[src/rtl/tick_timer_pkg.sv]
package tick_timer_pkg;

  // Register byte offsets
  localparam int unsigned OFS_CTRL = 0;
  localparam int unsigned OFS_MOD  = 2;
  localparam int unsigned OFS_CNT  = 4;

  // Control/status bit positions (software visible layout)
  localparam int unsigned B_EN      = 0;
  localparam int unsigned B_RLD     = 1;
  localparam int unsigned B_FLAG    = 2;
  localparam int unsigned B_IE      = 3;
  localparam int unsigned B_OVW     = 4;
  localparam int unsigned B_DBG     = 5;
  localparam int unsigned B_DOZE    = 6;
  localparam int unsigned B_PRE_LSB = 8;

  // Stored single-bit controls (flag is kept apart: it has its own set/clear rules)
  typedef struct packed {
    logic doze;
    logic dbg;
    logic ovw;
    logic ie;
    logic rld;
    logic en;
  } ctl_bits_t;

endpackage

[src/rtl/tt_prescaler.sv]
module tt_prescaler #(
  parameter int PRE_W = 4
) (
  input  logic             clk,
  input  logic             rst,
  input  logic             run,
  input  logic             restart,
  input  logic [PRE_W-1:0] pre,
  output logic             tick
);
  localparam int PCNT_W = 1 << PRE_W;
  localparam logic [PCNT_W-1:0] P_ONE = {{(PCNT_W-1){1'b0}}, 1'b1};

  logic [PCNT_W-1:0] pcnt_q;
  logic [PCNT_W-1:0] lim;

  // terminal value = 2^(pre+1) - 1 ; the leading /2 is folded into the +1
  always_comb begin
    lim = ~({PCNT_W{1'b1}} << (32'(pre) + 32'd1));
  end

  assign tick = run && !restart && (pcnt_q == lim);

  always_ff @(posedge clk) begin
    if (rst || restart || !run) begin
      pcnt_q <= '0;
    end else if (pcnt_q == lim) begin
      pcnt_q <= '0;
    end else begin
      pcnt_q <= pcnt_q + P_ONE;
    end
  end

endmodule

[src/rtl/tt_downcount.sv]
module tt_downcount #(
  parameter int DATA_W = 16
) (
  input  logic              clk,
  input  logic              rst,
  input  logic              tick,
  input  logic              load,
  input  logic [DATA_W-1:0] load_val,
  input  logic [DATA_W-1:0] limit,
  output logic [DATA_W-1:0] cnt,
  output logic              expire
);
  localparam logic [DATA_W-1:0] C_ONE = {{(DATA_W-1){1'b0}}, 1'b1};

  logic [DATA_W-1:0] cnt_q;

  assign expire = tick && (cnt_q == '0);
  assign cnt    = cnt_q;

  always_ff @(posedge clk) begin
    if (rst) begin
      cnt_q <= '1;
    end else if (load) begin
      cnt_q <= load_val;
    end else if (tick) begin
      if (cnt_q == '0) cnt_q <= limit;
      else             cnt_q <= cnt_q - C_ONE;
    end
  end

endmodule

[src/rtl/tt_regs.sv]
module tt_regs
  import tick_timer_pkg::*;
#(
  parameter int DATA_W = 16,
  parameter int PRE_W  = 4,
  parameter int ADDR_W = 3
) (
  input  logic              clk,
  input  logic              rst,
  input  logic [ADDR_W-1:0] bus_addr,
  input  logic              bus_we,
  input  logic [DATA_W-1:0] bus_wdata,
  output logic [DATA_W-1:0] bus_rdata,
  input  logic              expire,
  input  logic [DATA_W-1:0] cnt,
  output ctl_bits_t         ctl,
  output logic [PRE_W-1:0]  pre,
  output logic [DATA_W-1:0] mod,
  output logic              flag,
  output logic              restart,
  output logic              load,
  output logic [DATA_W-1:0] load_val,
  output logic              irq
);
  localparam logic [ADDR_W-1:0] A_CTRL = ADDR_W'(OFS_CTRL);
  localparam logic [ADDR_W-1:0] A_MOD  = ADDR_W'(OFS_MOD);
  localparam logic [ADDR_W-1:0] A_CNT  = ADDR_W'(OFS_CNT);

  ctl_bits_t         ctl_q, ctl_w;
  logic [PRE_W-1:0]  pre_q, pre_w;
  logic [DATA_W-1:0] mod_q;
  logic              flag_q;
  logic [DATA_W-1:0] rdata_q;
  logic              wr_ctrl, wr_mod;
  logic              flag_clr;

  assign wr_ctrl = bus_we && (bus_addr == A_CTRL);
  assign wr_mod  = bus_we && (bus_addr == A_MOD);

  always_comb begin
    ctl_w.en   = bus_wdata[B_EN];
    ctl_w.rld  = bus_wdata[B_RLD];
    ctl_w.ie   = bus_wdata[B_IE];
    ctl_w.ovw  = bus_wdata[B_OVW];
    ctl_w.dbg  = bus_wdata[B_DBG];
    ctl_w.doze = bus_wdata[B_DOZE];
    pre_w      = bus_wdata[B_PRE_LSB +: PRE_W];
  end

  // anything beyond interrupt enable / flag reconfigures the tick path
  assign restart = wr_ctrl && ((ctl_w.en   != ctl_q.en)  ||
                               (ctl_w.rld  != ctl_q.rld) ||
                               (ctl_w.ovw  != ctl_q.ovw) ||
                               (ctl_w.dbg  != ctl_q.dbg) ||
                               (ctl_w.doze != ctl_q.doze)||
                               (pre_w      != pre_q));

  assign flag_clr = (wr_ctrl && bus_wdata[B_FLAG]) || wr_mod;
  assign load     = wr_mod && ctl_q.ovw;
  assign load_val = bus_wdata;

  always_ff @(posedge clk) begin
    if (rst) begin
      ctl_q  <= '0;
      pre_q  <= '0;
      mod_q  <= '0;
      flag_q <= 1'b0;
    end else begin
      if (wr_ctrl) begin
        ctl_q <= ctl_w;
        pre_q <= pre_w;
      end
      if (wr_mod) mod_q <= bus_wdata;
      // expiry has priority over any clear
      if (expire)        flag_q <= 1'b1;
      else if (flag_clr) flag_q <= 1'b0;
    end
  end

  always_ff @(posedge clk) begin
    if (rst) begin
      rdata_q <= '0;
    end else begin
      rdata_q <= '0;
      case (bus_addr)
        A_CTRL: begin
          rdata_q[B_EN]   <= ctl_q.en;
          rdata_q[B_RLD]  <= ctl_q.rld;
          rdata_q[B_FLAG] <= flag_q;
          rdata_q[B_IE]   <= ctl_q.ie;
          rdata_q[B_OVW]  <= ctl_q.ovw;
          rdata_q[B_DBG]  <= ctl_q.dbg;
          rdata_q[B_DOZE] <= ctl_q.doze;
          rdata_q[B_PRE_LSB +: PRE_W] <= pre_q;
        end
        A_MOD:   rdata_q <= mod_q;
        A_CNT:   rdata_q <= cnt;
        default: rdata_q <= '0;
      endcase
    end
  end

  assign bus_rdata = rdata_q;
  assign ctl       = ctl_q;
  assign pre       = pre_q;
  assign mod       = mod_q;
  assign flag      = flag_q;
  assign irq       = flag_q && ctl_q.ie;

endmodule

[src/rtl/tick_timer.sv]
module tick_timer
  import tick_timer_pkg::*;
#(
  parameter int DATA_W = 16,
  parameter int PRE_W  = 4,
  parameter int ADDR_W = 3
) (
  input  logic              clk,
  input  logic              rst,
  input  logic [ADDR_W-1:0] bus_addr,
  input  logic              bus_we,
  input  logic [DATA_W-1:0] bus_wdata,
  output logic [DATA_W-1:0] bus_rdata,
  output logic              irq
);
  ctl_bits_t         ctl;
  logic [PRE_W-1:0]  pre;
  logic [DATA_W-1:0] mod_q;
  logic [DATA_W-1:0] cnt_q;
  logic [DATA_W-1:0] limit;
  logic [DATA_W-1:0] load_val;
  logic              flag_q, restart, load, tick, expire;
  logic              run_en, run_rld, run_ovw;

  assign run_en  = ctl.en;
  assign run_rld = ctl.rld;
  assign run_ovw = ctl.ovw;
  assign limit   = run_rld ? mod_q : '1;

  tt_regs #(.DATA_W(DATA_W), .PRE_W(PRE_W), .ADDR_W(ADDR_W)) u_regs (
    .clk(clk), .rst(rst),
    .bus_addr(bus_addr), .bus_we(bus_we), .bus_wdata(bus_wdata), .bus_rdata(bus_rdata),
    .expire(expire), .cnt(cnt_q),
    .ctl(ctl), .pre(pre), .mod(mod_q), .flag(flag_q),
    .restart(restart), .load(load), .load_val(load_val), .irq(irq)
  );

  tt_prescaler #(.PRE_W(PRE_W)) u_pre (
    .clk(clk), .rst(rst), .run(run_en), .restart(restart), .pre(pre), .tick(tick)
  );

  tt_downcount #(.DATA_W(DATA_W)) u_cnt (
    .clk(clk), .rst(rst), .tick(tick), .load(load), .load_val(load_val),
    .limit(limit), .cnt(cnt_q), .expire(expire)
  );

endmodule

[config.mk]
export PLATFORM = sky130hd
export DESIGN_NAME = tick_timer
export DESIGN_NICKNAME = d
export VERILOG_FILES = /design/src/rtl/tick_timer_pkg.sv /design/src/rtl/tt_prescaler.sv /design/src/rtl/tt_downcount.sv /design/src/rtl/tt_regs.sv /design/src/rtl/tick_timer.sv
export SDC_FILE = /design/constraint.sdc
export NUM_CORES = 1
export LEC_CHECK = 0
export ABC_CLOCK_PERIOD_IN_PS = 4200
export BUFFER_PORTS_ARGS = -buffer_cell sky130_fd_sc_hd__buf_2
export CAP_MARGIN = 20
export CORE_UTILIZATION = 53
export DETAILED_ROUTE_END_ITERATION = 16
export GPL_TIMING_DRIVEN = 0
export PLACE_DENSITY = 0.69
export SLEW_MARGIN = 20
export SYNTH_ARGS = -nofsm -noshare
export SYNTH_HDL_FRONTEND = slang
export SYNTH_SLANG_ARGS = --single-unit
export TNS_END_PERCENT = 50
[constraint.sdc]
create_clock -name clk -period 4.2 [get_ports clk]
set_input_delay 0.84 -clock clk [delete_from_list [all_inputs] [get_ports clk]]
set_output_delay 0.84 -clock clk [all_outputs]
set_load 0.02 [all_outputs]
---- Yosys cells after proc, flatten, opt, wreduce, memory -nomap -nowiden ----
Index checks and enable logic that the tools add are counted.
word-level totals
  bits in registers ....................... 75
  output and inout port bits .............. 17
cells by class
  reduce and logical (&&, ||, !) cells .... 24
  multiplexer cells ....................... 10
  equal/unequal tests ..................... 9
  add/sub/neg operators ................... 3
  shift operators ......................... 1
  bitwise operators ....................... 1
operator list
  operator                                             count
  two-way mux 16 bit                                   4
  left shift 16 x 32 -> 16 bit (first input constant)  1
  case mux 7 bit (3 select lines)                      1
  adder 16 x 1 -> 16 bit (second input constant)       1
  == test 16 bit                                       1
  zero test 16 bit                                     1
  NOT 16 bit                                           1
  subtractor 16 x 1 -> 16 bit (second input constant)  1
  case mux 4 bit (3 select lines)                      1
  logical AND 1 bit                                    9
  logical OR 1 bit                                     8
  case mux 4 bit (2 select lines)                      1
  adder 4 x 1 -> 5 bit (second input constant)         1
  inequality test 1 bit                                5
  inequality test 4 bit                                1
  nonzero test 2 bit                                   2
  == test 3 x 2 -> 1 bit (second input constant)       1
  == test 3 bit (second input constant)                1
  zero test 3 bit                                      1
  zero test 1 bit                                      2
  two-way mux 1 bit                                    2
  case mux 1 bit (2 select lines)                      1
  OR reduction 2 bit                                   1

---- Depth between registers and ports, before layout ----
Gate-level depths: netlist (run 1).
  depth after elaboration ................. 12
  depth in mapped cells ................... 13
  depth with buffers taken out ............ 9

---- Modules after synthesis ----
Synthesis (run 1) repeated with hierarchy kept, for this count alone.
unflattened totals
  cells, all modules ...................... 547
  area, all modules ....................... 4466.8 µm²
by module, submodules not included
  module        times used  area each (µm²)  cells an instance
  tt_regs       1           1909.3           222
  tt_downcount  1           1300.0           164
  tt_prescaler  1           1146.1           144
  tick_timer    1           111.4            17

---- Least setup slack after synthesis (run 1) ----
Ideal clock, no wire load.
  path kind ............................... register to register
  from .................................... register u_regs.pre_q[0], in the netlist u_regs.pre[0]
  to ...................................... register u_cnt.cnt_q[10], in the netlist u_cnt.cnt[10]
  stages on the path, launching flop included .. 13
  path slack .............................. 1.316 ns
  data arrival time ....................... 2.742 ns
  buffers on the path ..................... 4
  clock period less this slack ............ 2.884 ns
  cells stage by stage .................... dfxtp_1 buf_6 inv_1 ha_1 clkbuf_1 o31a_1 o21a_1 or3_4 a2111oi_4 and3_1 buf_4 buf_8 a311oi_1
between the ends
  longest elaborated chain between the ends .. 7
  elaborated cells between the ends (all ways) .. 11
  those cells by class .................... add/sub (1); eq/ne (2); shift (1); bitwise (1); reduce/logical (6)
RTL lines
  item                                                                          RTL line            RTL
  start: declaration                                                            tt_regs.sv:30       logic [PRE_W-1:0] pre_q, pre_w;
  start signal: assignment                                                      tt_regs.sv:71       pre_q <= pre_w;
  parallel branches: the longest is 5 deep, another holds adder 4 x 1 -> 5 bit  -
  logical AND 1 bit (*)                                                         tt_prescaler.sv:22  assign tick = run && !restart && (pcnt_q == lim);
  nonzero test 2 bit (no source line) (*)                                       -
  end signal: assignment                                                        tt_downcount.sv:24  cnt_q <= load_val;
  end signal: assignment                                                        tt_downcount.sv:26  if (cnt_q == '0) cnt_q <= limit;
  end signal: assignment                                                        tt_downcount.sv:27  else cnt_q <= cnt_q - C_ONE;
  end: declaration                                                              tt_downcount.sv:15  logic [DATA_W-1:0] cnt_q;
Mark *: on every way between the ends.
A chain may end at the register's enable or synchronous reset.

---- Worst setup path after layout (run 1) ----
  from .................................... register u_regs.pre_q[0], in the netlist u_regs.pre[0]
  to ...................................... register u_pre.pcnt_q[9]
between the ends
  longest elaborated chain between the ends .. 6
  elaborated cells between the ends (all ways) .. 10
  those cells by class .................... add/sub (1); eq/ne (2); shift (1); bitwise (1); reduce/logical (5)
RTL lines
  item                                                                          RTL line            RTL
  parallel branches: the longest is 5 deep, another holds adder 4 x 1 -> 5 bit  -
  OR reduction 2 bit (no source line) (*)                                       -
  end signal: assignment                                                        tt_prescaler.sv:30  pcnt_q <= pcnt_q + P_ONE;
  end: declaration                                                              tt_prescaler.sv:14  logic [PCNT_W-1:0] pcnt_q;
Marks and branches as above.

==> results_tabular.tex, run 1 <==
\begin{tabular}{lr}
\hline
Metric & Value \\
\hline
\multicolumn{2}{l}{\textbf{Die}} \\
Area of the placeable core & roughly 8800 sq um \\
Die area & around 9600 sq um \\
Die Span Y & just under 100 microns \\
Horiz. Die Dim & $\sim$98 microns \\
Site Rows & 34 \\
Starting density of the core & a little under three fifths \\
Number of ports placed on the die boundary & 39 \\
\multicolumn{2}{l}{\textbf{Worst setup path}} \\
Cell chain of the critical path & buf\_6, inv\_1, ha\_1, clkbuf\_1, nand3b\_1, mux2\_2, o211ai\_1, a21boi\_0, nand4\_1, o211ai\_2, buf\_2, nor2\_1 \\
Req. time, crit path & between 4 and 5 ns \\
Library cell contributing the largest single delay on the critical path & o211ai\_2 \\
Arrival time of the worst setup path & around 3.8 ns \\
Maximum cell stage delay along the critical path & $\sim$0.46 ns \\
Class of the most critical setup path & flip-flop to flip-flop \\
CP max FO & 10 \\
Path depth of the worst reg2reg path & 12 \\
Nature of the critical path endpoint & flip-flop \\
Category of the worst setup path launch point & flip-flop \\
\multicolumn{2}{l}{\textbf{Synthesis}} \\
Gate Count Post-Synth & approximately 630 \\
Post-synthesis sequential element count & 75 \\
Most area-consuming cells after synthesis & dfxtp\_1 31\%, nand2\_1 6.0\%, a21oi\_1 5.6\% \\
Synthesized area divided by synthesized cell count & 7.711 sq um \\
Synthesized netlist net count & 659 \\
Netlist area before placement & $\sim$4900 sq um \\
Number of distinct standard cells referenced by the synthesized netlist & between 70 and 80 \\
Most used DFF post-synth & dfxtp\_1 \\
Warning count from the yosys run & 0 \\
Register area share after synthesis & 30.86\% \\
Share of flip-flops with an asynchronous set or reset & 0\% \\
Yosys top cell area share & 30.86\% \\
Leading area contributor after synthesis & dfxtp\_1 \\
Number of flops mapped to enable cells by yosys & 0 \\
\multicolumn{2}{l}{\textbf{Clock network}} \\
\# Post-CTS Setup Buffers & 0 \\
Clock insertion delay at the later pin of the skew report & roughly 0.35 ns \\
Clock Sinks & 75 \\
Max Buffers Root-to-Sink & 2 \\
H-Tree Level Count & 3 \\
Post-CTS Resized & 0 \\
Number of buffers created by CTS & 9 \\
Cts-stage hold buffer count & 0 \\
Clock Pin Slew Worst Setup and Hold Paths & $\sim$0.09 ns \\
Clock tree from TritonCTS & yes \\
Buffer cell driving the clock tree root & clkbuf\_8 \\
\multicolumn{2}{l}{\textbf{Timing}} \\
Max Clock Freq & about 0.28 GHz \\
Number of pins exceeding their max-slew limit in the final report & 0 \\
Final setup violation count & 0 \\
Setup TNS Final & 0 ns \\
RSZ-0062 raised after global routing & false \\
Worst-case headroom to the max-slew limit & between 30\% and 40\% \\
Period utilisation layout & 83.82\% \\
Number of hold violations in the final report & 0 \\
Worst clock skew & between 0.015 and 0.02 ns \\
Slew at the pin closest to its max-slew limit & approximately 0.99 ns \\
Post-route minimum period & 3.521 ns \\
\multicolumn{2}{l}{\textbf{Power and ir drop}} \\
Share of total power in combinational logic & a little under a tenth \\
Maximum vdd ir drop & between 0.15 and 0.2 mV \\
P\_sw & slightly below 400 uW \\
Internal power & approximately 1.1 mW \\
Switching Fraction & 26.19\% \\
Relative contribution of the clock network to total power & a little over two fifths \\
Sequential power share & a little under 50\% \\
Power density normalized to cell area & about 280 nW/um\^{}2 \\
Total chip power & between 1 and 1.5 mW \\
Leakage dissipation & 1.992 nW \\
\multicolumn{2}{l}{\textbf{Route}} \\
Detail-routed net length per standard cell & about 19 microns \\
Detailed router's first-iteration violation count & around 380 \\
DRC errors left & 3 \\
Length of the first detailed-routing pass in iterations & 11 \\
DRT Wirelength & 15.36 mm \\
Total number of vias & 4,988 \\
Average via count per standard cell & approximately 6.3 \\
Post-route antenna net violation count & 0 \\
\multicolumn{2}{l}{\textbf{Placed design}} \\
IO Port Bufs & 36 \\
Routability cong. & around 1.0 \\
Detailed placement HPWL & 11.38 mm \\
\multicolumn{2}{l}{\textbf{Run status}} \\
Failing checks & DRC \\
Result of the run & complete, but fails checks \\
\multicolumn{2}{l}{\textbf{Global route}} \\
All-Layer GR Usage & about a third \\
Vias in the first global route & between 4,000 and 5,000 \\
Wire length of the first global-routing pass & $\sim$25 mm \\
Initial antenna violation count & 0 \\
Congestion Overflow GR & 0 \\
Maximum number of pins on one net before global-route repair & 14 \\
\multicolumn{2}{l}{\textbf{Run}} \\
Max-cap viol count & 0 \\
\multicolumn{2}{l}{\textbf{Cells and area}} \\
Total number of nets in the final design & a little over 700 \\
Synth-to-layout area growth & 10.88\% \\
Antenna cell count & 0 \\
Fraction of layout instances using a drive strength above 1 & about an eighth \\
\multicolumn{2}{l}{\textbf{Min path}} \\
Kind of path behind the tightest hold check & flip-flop to flip-flop \\
Number of cells on the worst hold path & 2 \\
\hline
\end{tabular}
[cells in the mapped netlist (3+ instances only)]
master / count
clkbuf_1: 29
nand2_1: 78
or3_1: 13
ha_1: 6
nand2b_1: 6
nand3b_1: 16
buf_2: 9
o21a_1: 5
and3_1: 5
and2_1: 3
a211oi_1: 3
xor2_1: 14
or2_2: 3
a21oi_1: 54
o31ai_1: 3
nor3_1: 25
nor3b_1: 3
a31oi_1: 13
mux2i_1: 13
nand4_1: 13
a22oi_1: 6
xnor2_1: 22
o21ai_0: 22
nor4_1: 3
buf_1: 4
nor2b_1: 9
buf_6: 9
dfxtp_1: 75
a311oi_1: 13
nand3_1: 14
inv_1: 14
nor2_1: 66
[cell usage in the layout (no fill, tap or decap), types with 4 or more instances in the layout]
| cell type | instances |
|---|---|
| a31oi_1 | 13 |
| and3_1 | 5 |
| nand3_1 | 14 |
| buf_1 | 4 |
| o21ai_0 | 22 |
| ha_1 | 6 |
| mux2i_1 | 13 |
| nor2_1 | 66 |
| buf_6 | 9 |
| a21oi_1 | 54 |
| o21a_1 | 5 |
| buf_2 | 45 |
| xnor2_1 | 22 |
| nand2b_1 | 6 |
| a311oi_1 | 13 |
| nor3_1 | 25 |
| nand4_1 | 13 |
| clkbuf_1 | 29 |
| xor2_1 | 14 |
| clkbuf_8 | 9 |
| inv_1 | 14 |
| or3_1 | 13 |
| nand3b_1 | 16 |
| dfxtp_1 | 75 |
| nor2b_1 | 9 |
| nand2_1 | 78 |
| a22oi_1 | 6 |
[critical path: cells and delay by family (launching register included)]
family / cells / cell delay, ns
multiplexers: 1 / 0.27
adder cells (fa/ha/maj): 1 / 0.32
flip-flops: 1 / 0.38
buffers and inverters: 4 / 0.85
AND/OR/NAND/NOR: 3 / 0.52
AO/OA/AOI/OAI: 3 / 1.05
[layout make-up]
type | count | area [sq um]
fillers | 859 | 3411
multi-input cells | 488 | 3012
flip-flops and latches | 75 | 1501
plain buffers | 54 | 300.3
repair buffers | 36 | 180.2
well taps | 108 | 135.1
clock buffers | 9 | 123.9
clock inverters | 6 | 90.09
inverters | 14 | 52.55
[per-stage QoR]
stage | util, % | cells | area [sq um] | setup slack, ns | hold slack (ns)
floorplan | - | 631 | 4866 | 1.316 | 0.4441
global placement | 58.84 | 775 | 5181 | 0.7237 | 0.4564
detailed placement | 58.84 | 775 | 5181 | 0.7496 | 0.4661
CTS | 61.27 | 790 | 5395 | 0.7372 | 0.4764
global route | 61.27 | 790 | 5395 | 0.4541 | 0.4983
finish | 61.27 | 790 | 5395 | 0.6794 | 0.4789
[power by group through the flow]
stage | clock network (mW) | logic [mW] | registers, mW
floorplan | 0 | 0.0795 | 0.747
global placement | 0 | 0.134 | 0.743
detailed placement | 0 | 0.135 | 0.743
CTS | 0.633 | 0.136 | 0.726
global route | 0.662 | 0.149 | 0.728
finish | 0.625 | 0.139 | 0.727
[state kept, by name, indices dropped and copies added, names as in the netlist]
| name | flops |
|---|---|
| u_cnt.cnt | 16 |
| u_pre.pcnt_q | 16 |
| u_regs.bus_rdata | 16 |
| u_regs.ctl | 6 |
| u_regs.flag | 1 |
| u_regs.mod | 16 |
| u_regs.pre | 4 |
[logic make-up (layout without fill, tap and decap cells)]
logic type	after synthesis	count (layout)	synth area share [%]
AOI/OAI and AO/OA	156	156	21.86
adders and majority gates	6	6	1.543
xor gates and xnor gates	36	36	6.480
buffers and inverters	68	119	7.251
and+or+nand+nor	276	276	29.11
muxes	14	14	2.906
DFF	75	75	30.86
[per-layer routing]
layer / GRT usage [%] / part of all wire [%]
met3: 7.731 / 9.8
met5: 0 / 0
met2: 48.45 / 42
met4: 10.02 / 1.7
met1: 48.97 / 46
[final timing paths]
kind	start	endpoint	slack, ns
setup / recovery	u_regs.pre[0]	u_pre.pcnt_q[9]	0.68
hold / removal	u_regs.mod[11]	u_regs.mod[11]	0.48
setup reg to reg	u_regs.pre[0]	u_pre.pcnt_q[9]	0.68
hold reg to reg	u_regs.mod[11]	u_regs.mod[11]	0.48
Note: power is estimated with default switching activity, not from simulation.
==> run 2: changes to the inputs <==
--- a/config.mk
+++ b/config.mk
@@ -5,13 +5,13 @@
 export SDC_FILE = /design/constraint.sdc
 export NUM_CORES = 1
 export LEC_CHECK = 0
-export ABC_CLOCK_PERIOD_IN_PS = 4200
+export ABC_CLOCK_PERIOD_IN_PS = 3100
 export BUFFER_PORTS_ARGS = -buffer_cell sky130_fd_sc_hd__buf_2
 export CAP_MARGIN = 20
 export CORE_UTILIZATION = 53
 export DETAILED_ROUTE_END_ITERATION = 16
 export GPL_TIMING_DRIVEN = 0
-export PLACE_DENSITY = 0.69
+export PLACE_DENSITY = 0.72
 export SLEW_MARGIN = 20
 export SYNTH_ARGS = -nofsm -noshare
 export SYNTH_HDL_FRONTEND = slang
==> constraint.sdc (replaced) <==
create_clock -name clk -period 3.1 [get_ports clk]
set_input_delay 0.62 -clock clk [delete_from_list [all_inputs] [get_ports clk]]
set_output_delay 0.62 -clock clk [all_outputs]
set_load 0.02 [all_outputs]
==> run 2 against run 1 <==
Against the previous run: the flow still finishes with violations (DRC); critical path depth shrank 1; critical endpoint is now u_cnt.cnt[5]; combinational power grew 40%; largest cell class unchanged; clock skew shrank 0.0025 ns; clock power grew 23%; final cell count grew 0.76%; setup slack lost 0.61 ns; via count grew 0.56%; flip-flop and latch count is the same; total power grew 31%.
==> results_tabular.tex, run 2 (synthesis gave the netlist of run 1 again) <==
\begin{tabular}{lr}
\hline
Metric & Value \\
\hline
\multicolumn{2}{l}{\textbf{Run status}} \\
Result of the run & complete, but fails checks \\
Failing checks & DRC \\
\multicolumn{2}{l}{\textbf{Timing}} \\
Hold slack final & between 0.4 and 0.5 ns \\
Final setup violation count & 0 \\
RSZ-0062 raised after global routing & false \\
Number of hold violations in the final report & 0 \\
Slew at the pin closest to its max-slew limit & just over 0.8 ns \\
Period utilisation layout & 97.61\% \\
Max Clock Freq & about 0.33 GHz \\
Worst clock skew & 0.01353 ns \\
Worst-case headroom to the max-slew limit & between 40 and 50\% \\
Setup ws final & $\sim$0.074 ns \\
Number of pins exceeding their max-slew limit in the final report & 0 \\
Post-route minimum period & $\sim$3.0 ns \\
\multicolumn{2}{l}{\textbf{Global route}} \\
All-Layer GR Usage & 32.69\% \\
Maximum number of pins on one net before global-route repair & 14 \\
Vias in the first global route & $\sim$4,700 \\
Wire length of the first global-routing pass & $\sim$25 mm \\
Congestion Overflow GR & 0 \\
Initial antenna violation count & 0 \\
\multicolumn{2}{l}{\textbf{Cells and area}} \\
Total number of nets in the final design & between 700 and 800 \\
Multi-input combinational cell area & around 3000 sq um \\
Register cell area after layout & 1504 sq um \\
Most frequent cells in the layout & 78 x nand2\_1, 73 x dfxtp\_1, 66 x nor2\_1 \\
Most common cell after layout, fill and taps aside & nand2\_1 \\
Fraction of layout instances using a drive strength above 1 & between 10\% and 20\% \\
Antenna cell count & 0 \\
Synth-to-layout area growth & 12.19\% \\
Total of fill cells in the finished design & roughly 830 \\
\multicolumn{2}{l}{\textbf{Die}} \\
Site Rows & 34 \\
Starting density of the core & around 55\% \\
Die area & roughly 9600 sq um \\
Die Span Y & 97.82 microns \\
Area of the placeable core & $\sim$9000 sq um \\
Number of ports placed on the die boundary & 39 \\
Horiz. Die Dim & slightly below 100 microns \\
\multicolumn{2}{l}{\textbf{Worst setup path}} \\
Req. time, crit path & about 3.3 ns \\
Slack of the worst reg-to-reg path & approximately 0.074 ns \\
RR Endpoint & u\_cnt.cnt[5] \\
R2R Path Start & u\_regs.pre[0] \\
Category of the worst setup path launch point & flip-flop \\
Library cell contributing the largest single delay on the critical path & o22ai\_1 \\
Arrival time of the worst setup path & around 3.2 ns \\
Cell chain of the critical path & ha\_1, buf\_6, nand3b\_4, o22ai\_1, o32ai\_1, a2111oi\_1, nor4b\_4, and3\_1, buf\_4, buf\_8, a311oi\_1 \\
CP max FO & 10 \\
Path depth of the worst reg2reg path & 11 \\
CP endpoint & u\_cnt.cnt[5] \\
Nature of the critical path endpoint & flip-flop \\
Class of the most critical setup path & flip-flop to flip-flop \\
Launch point of the worst path & u\_regs.pre[0] \\
Maximum cell stage delay along the critical path & about 0.44 ns \\
\multicolumn{2}{l}{\textbf{Power and ir drop}} \\
Sequential power share & 50.6\% \\
Switching Fraction & a little over a quarter \\
Internal power & about 1.4 mW \\
Relative contribution of the clock network to total power & 39.4\% \\
Share of total power in combinational logic & between 10\% and 20\% \\
P\_sw & about 530 uW \\
Power density normalized to cell area & 356.6 nW/um\^{}2 \\
Maximum vdd ir drop & about 0.21 mV \\
Leakage dissipation & about 2.0 nW \\
\multicolumn{2}{l}{\textbf{Clock network}} \\
Number of buffers created by CTS & 9 \\
Max Buffers Root-to-Sink & 2 \\
Buffer cell driving the clock tree root & clkbuf\_8 \\
H-Tree Level Count & 3 \\
Clock Pin Slew Worst Setup and Hold Paths & about 0.080 ns \\
Clock insertion delay at the later pin of the skew report & $\sim$0.36 ns \\
Clock tree from TritonCTS & yes \\
Clock Sinks & 75 \\
\multicolumn{2}{l}{\textbf{Route}} \\
Length of the first detailed-routing pass in iterations & 11 \\
DRT Wirelength & between 15 and 20 mm \\
Average via count per standard cell & 6.302 \\
Detail-routed net length per standard cell & roughly 19 microns \\
Total number of vias & $\sim$5,000 \\
DRC errors left & 2 \\
Post-route antenna net violation count & 0 \\
Detailed router's first-iteration violation count & between 400 and 500 \\
\multicolumn{2}{l}{\textbf{Min path}} \\
Kind of path behind the tightest hold check & flip-flop to flip-flop \\
\multicolumn{2}{l}{\textbf{Placed design}} \\
Detailed placement HPWL & 11.19 mm \\
IO Port Bufs & 36 \\
Worst Setup Slack post-DPL & -0.3579 ns \\
Routability cong. & about 1.1 \\
\multicolumn{2}{l}{\textbf{Run}} \\
Max-cap viol count & 0 \\
\hline
\end{tabular}
-- run 2: cell types whose count changed in the layout (fill, tap and decap cells not counted), moves of 2 or more --
cell	delta
clkbuf_2	+2
dfxtp_1	-2
clkinvlp_4	+2
clkbuf_1	-4
buf_4	+8
dfxtp_2	+2
-- run 2: area by class of cell --
type                            instances  share of cell area, %
Buffer                                 53                  5.776
Timing Repair Buffer                   43                  4.263
Clock buffer                            9                  2.269
Sequential cell                        75                  27.55
Clock inverter                          6                  1.215
Tap cell                              108                  2.475
Inverter                               14                 0.9626
Multi-Input combinational cell        488                  55.49
-- run 2: how the worst min path moves through the flow --
stage	startpoint	to	cells after the start
6_report	u_regs.mod[9]	u_regs.mod[9]	2
5_1_grt	u_regs.mod[9]	u_regs.mod[9]	2
4_1_cts	u_regs.mod[9]	u_regs.mod[9]	2
3_5_place_dp	u_regs.mod[9]	u_regs.mod[9]	2
3_3_place_gp	u_regs.mod[9]	u_regs.mod[9]	2
2_1_floorplan	u_regs.ctl[2]	u_regs.ctl[2]	2
-- run 2: through the flow --
step	setup TNS, ns	cell area, sq um	utilization, %	instances	power [mW]
final	0	5459	61.99	796	1.947
after floorplan	0	4866	-	631	1.120
after CTS	0	5416	61.51	792	1.956
after detailed placement	-7.054	5181	58.84	775	1.191
after global placement	-4.778	5181	58.84	775	1.187
after global routing	0	5459	61.99	796	2.014
-- run 2: timing repair --
action                                  4_1_cts  5_1_grt
gates cloned                                  0        0
pin swaps                                     4        4
gates resized for setup                       7        8
hold buffers                                  0        0
buffers inserted                              3        4
endpoints found under the setup margin       26       26
-- run 2: critical path, delay by kind of cell (launching register included) --
kind | cells | cell delay (ns)
AOI/OAI and AO/OA | 4 | 1.11
adders and majority gates | 1 | 0.20
buffers and inverters | 3 | 0.43
DFF | 1 | 0.35
and+or+nand+nor | 3 | 0.79
-- run 2: metal layers --
metal,vias up,global-route usage (%),part of all wire (%)
met5,-,0,0
li1,2369,-,-
met4,0,9.674,2.1
met2,258,48.01,42
met3,36,7.802,11
met1,2353,47.32,45
-- run 2: power by group through the flow --
stage | clock, mW | combinational, mW | sequential [mW]
after detailed placement | 0 | 0.184 | 1.01
after CTS | 0.783 | 0.189 | 0.984
after global placement | 0 | 0.180 | 1.01
final | 0.767 | 0.195 | 0.985
after global routing | 0.818 | 0.210 | 0.986
after floorplan | 0 | 0.108 | 1.01
==> run 3: changes to the inputs <==
--- a/config.mk
+++ b/config.mk
@@ -8,10 +8,12 @@
 export ABC_CLOCK_PERIOD_IN_PS = 3100
 export BUFFER_PORTS_ARGS = -buffer_cell sky130_fd_sc_hd__buf_2
 export CAP_MARGIN = 20
+export CORE_MARGIN = 8
 export CORE_UTILIZATION = 53
 export DETAILED_ROUTE_END_ITERATION = 16
 export GPL_TIMING_DRIVEN = 0
 export PLACE_DENSITY = 0.72
+export SETUP_SLACK_MARGIN = 0.3
 export SLEW_MARGIN = 20
 export SYNTH_ARGS = -nofsm -noshare
 export SYNTH_HDL_FRONTEND = slang
==> run 3 against run 2 <==
Against the previous run: critical endpoint unchanged; wire length rose by 8.4%; non-clock buffer count grew 17; critical path type unchanged; core utilization rose by 1.9 points; critical path depth is 2 higher; final cell count is 2.6% higher; largest power group unchanged; total power up 1.4%; the run now ends clean; clock skew down 0.0012 ns; maximum frequency grew 5.4%; first-iteration DRC count rose by 27%.
==> results_tabular.tex, run 3 (synthesis gave the netlist of run 1 again) <==
\begin{tabular}{lr}
\hline
Metric & Value \\
\hline
\multicolumn{2}{l}{\textbf{Power and ir drop}} \\
Sequential power share & between 40 and 50\% \\
Maximum vdd ir drop & approximately 0.26 mV \\
Leakage dissipation & around 2.2 nW \\
Power density normalized to cell area & 340.8 nW/um\^{}2 \\
Share of total power in combinational logic & 10.6\% \\
Relative contribution of the clock network to total power & about two fifths \\
Total chip power & $\sim$2.0 mW \\
P\_sw & between 500 and 600 uW \\
Internal power & $\sim$1.4 mW \\
Switching Fraction & 28.04\% \\
\multicolumn{2}{l}{\textbf{Cells and area}} \\
Cell Count, Final, Fillers Out & $\sim$800 \\
Total of fill cells in the finished design & between 800 and 900 \\
Most common cell after layout, fill and taps aside & nand2\_1 \\
Synth-to-layout area growth & 18.98\% \\
Fraction of layout instances using a drive strength above 1 & 18.98\% \\
Most frequent cells in the layout & 78 x nand2\_1, 73 x dfxtp\_1, 66 x nor2\_1 \\
Antenna cell count & 0 \\
Total number of nets in the final design & 730 \\
\multicolumn{2}{l}{\textbf{Global route}} \\
Vias in the first global route & 4,995 \\
Wire length of the first global-routing pass & between 20 and 30 mm \\
Maximum number of pins on one net before global-route repair & 14 \\
Initial antenna violation count & 0 \\
Congestion Overflow GR & 0 \\
All-Layer GR Usage & around a quarter \\
\multicolumn{2}{l}{\textbf{Worst setup path}} \\
RR Endpoint & u\_cnt.cnt[5] \\
Path depth of the worst reg2reg path & 13 \\
Nature of the critical path endpoint & flip-flop \\
Library cell appearing most often on the critical path & buf\_6 \\
Cell chain of the critical path & buf\_4, buf\_6, and2\_4, buf\_6, a2bb2oi\_2, o21a\_1, or3\_4, a2111oi\_4, buf\_4, and3\_4, buf\_6, buf\_8, a311oi\_1 \\
Total buffers and inverters traversed by the critical path & 6 \\
Category of the worst setup path launch point & flip-flop \\
Arrival time of the worst setup path & approximately 3.1 ns \\
Library cell contributing the largest single delay on the critical path & dfxtp\_4 \\
CP max FO & 10 \\
Req. time, crit path & approximately 3.3 ns \\
Cell family with most CP delay & buffers and inverters \\
Slack of the worst reg-to-reg path & $\sim$0.23 ns \\
Maximum cell stage delay along the critical path & between 0.3 and 0.4 ns \\
R2R Path Start & u\_regs.pre[1] \\
CP Depth & 13 \\
Class of the most critical setup path & flip-flop to flip-flop \\
\multicolumn{2}{l}{\textbf{Die}} \\
Site Rows & 35 \\
Horiz. Die Dim & between 100 and 150 microns \\
Die Span Y & 111.8 microns \\
Area of the placeable core & between 9000 and 10,000 sq um \\
Die area & between 10,000 and 15,000 sq um \\
Starting density of the core & a little over half \\
Number of ports placed on the die boundary & 39 \\
\multicolumn{2}{l}{\textbf{Clock network}} \\
Clock tree from TritonCTS & yes \\
Clock Pin Slew Worst Setup and Hold Paths & 0.09 ns \\
Max Buffers Root-to-Sink & 2 \\
Buffer cell driving the clock tree root & clkbuf\_8 \\
H-Tree Level Count & 3 \\
Cts-stage hold buffer count & 0 \\
Number of buffers created by CTS & 9 \\
Clock insertion delay at the later pin of the skew report & around 0.36 ns \\
Clock Sinks & between 70 and 80 \\
\multicolumn{2}{l}{\textbf{Placed design}} \\
\# placed instances & around 800 \\
IO Port Bufs & 36 \\
Routability cong. & 1.010 \\
Detailed placement HPWL & approximately 12 mm \\
\multicolumn{2}{l}{\textbf{Timing}} \\
Worst clock skew & about 0.012 ns \\
RSZ-0062 raised after global routing & true \\
Period utilisation layout & slightly above 90\% \\
Max Clock Freq & about 0.35 GHz \\
Number of hold violations in the final report & 0 \\
Worst-case headroom to the max-slew limit & $\sim$43\% \\
Final setup violation count & 0 \\
Post-route minimum period & roughly 2.9 ns \\
Number of pins exceeding their max-slew limit in the final report & 0 \\
Slew at the pin closest to its max-slew limit & $\sim$0.86 ns \\
\multicolumn{2}{l}{\textbf{Min path}} \\
Number of cells on the worst hold path & 2 \\
Kind of path behind the tightest hold check & flip-flop to flip-flop \\
Hold Path Origin & u\_regs.mod[1] \\
Worst hold endpoint & u\_regs.mod[1] \\
\multicolumn{2}{l}{\textbf{Run}} \\
Max-cap viol count & 0 \\
\multicolumn{2}{l}{\textbf{Route}} \\
DRC errors left & 0 \\
Average via count per standard cell & 6.357 \\
Detail-routed net length per standard cell & just over 20 microns \\
Detailed router's first-iteration violation count & approximately 630 \\
Total number of vias & $\sim$5,200 \\
DRT Wirelength & 16.54 mm \\
Post-route antenna net violation count & 0 \\
Length of the first detailed-routing pass in iterations & 5 \\
\multicolumn{2}{l}{\textbf{Run status}} \\
Result of the run & completed \\
\hline
\end{tabular}
[run 3: routing by layer]
metal	share of wire [%]	vias up	track usage, %
li1	-	2398	-
met1	43	2461	34.04
met2	45	299	39.70
met3	10	36	5.952
met4	2.3	0	12.49
met5	0	-	0
[run 3: timing repair]
item / CTS / global route
setup endpoints to repair: 33 / 31
resized for setup: 30 / 15
pin swaps: 13 / 4
gates cloned: 3 / 0
setup buffers: 18 / 3
[run 3: worst register-to-register path, delay by kind of cell, from the launching register on]
| family | cells | cell delay, ns |
|---|---|---|
| compound gates | 4 | 0.78 |
| flops | 1 | 0.38 |
| buf+inv | 6 | 0.86 |
| simple gates | 3 | 0.69 |
[run 3: layout make-up]
cell class	count	area, sq um	area share, %
Timing Repair Buffer	59	377.9	6.527
Clock buffer	9	123.9	2.140
Multi-Input combinational cell	489	3174	54.83
Sequential cell	75	1509	26.06
Tap cell	111	138.9	2.399
Clock inverter	6	65.06	1.124
Inverter	14	52.55	0.9077
Buffer	54	347.8	6.008
[run 3: worst max-delay path by stage]
stage / from / slack, ns / endpoint
final: u_regs.pre[1] / 0.23 / u_cnt.cnt[5]
after global routing: u_regs.pre[1] / 0.11 / u_cnt.cnt[5]
after CTS: u_cnt.cnt[2] / 0.30 / u_cnt.cnt[5]
after detailed placement: u_regs.pre[1] / -0.35 / u_cnt.cnt[5]
after global placement: u_regs.pre[1] / -0.29 / u_cnt.cnt[12]
after floorplan: u_regs.pre[1] / 0.32 / u_cnt.cnt[10]
[run 3: per-stage QoR]
step                hold slack, ns  TNS [ns]  utilization (%)  setup WS (ns)  area (sq um)
global route                0.4939         0            63.86         0.1116          5789
global placement            0.4528    -4.170            57.47        -0.2903          5210
CTS                         0.4707         0            62.87         0.3000          5699
finish                      0.4708         0            63.86         0.2286          5789
detailed placement          0.4597    -5.455            57.47        -0.3485          5210
floorplan                   0.4441         0                -         0.3161          4891
[run 3: power groups by stage]
stage / logic [mW] / registers, mW / clock network, mW
4_1_cts: 0.201 / 0.983 / 0.782
5_1_grt: 0.224 / 0.985 / 0.828
2_1_floorplan: 0.109 / 1.01 / 0
3_5_place_dp: 0.188 / 1.01 / 0
3_3_place_gp: 0.186 / 1.01 / 0
6_report: 0.209 / 0.983 / 0.781
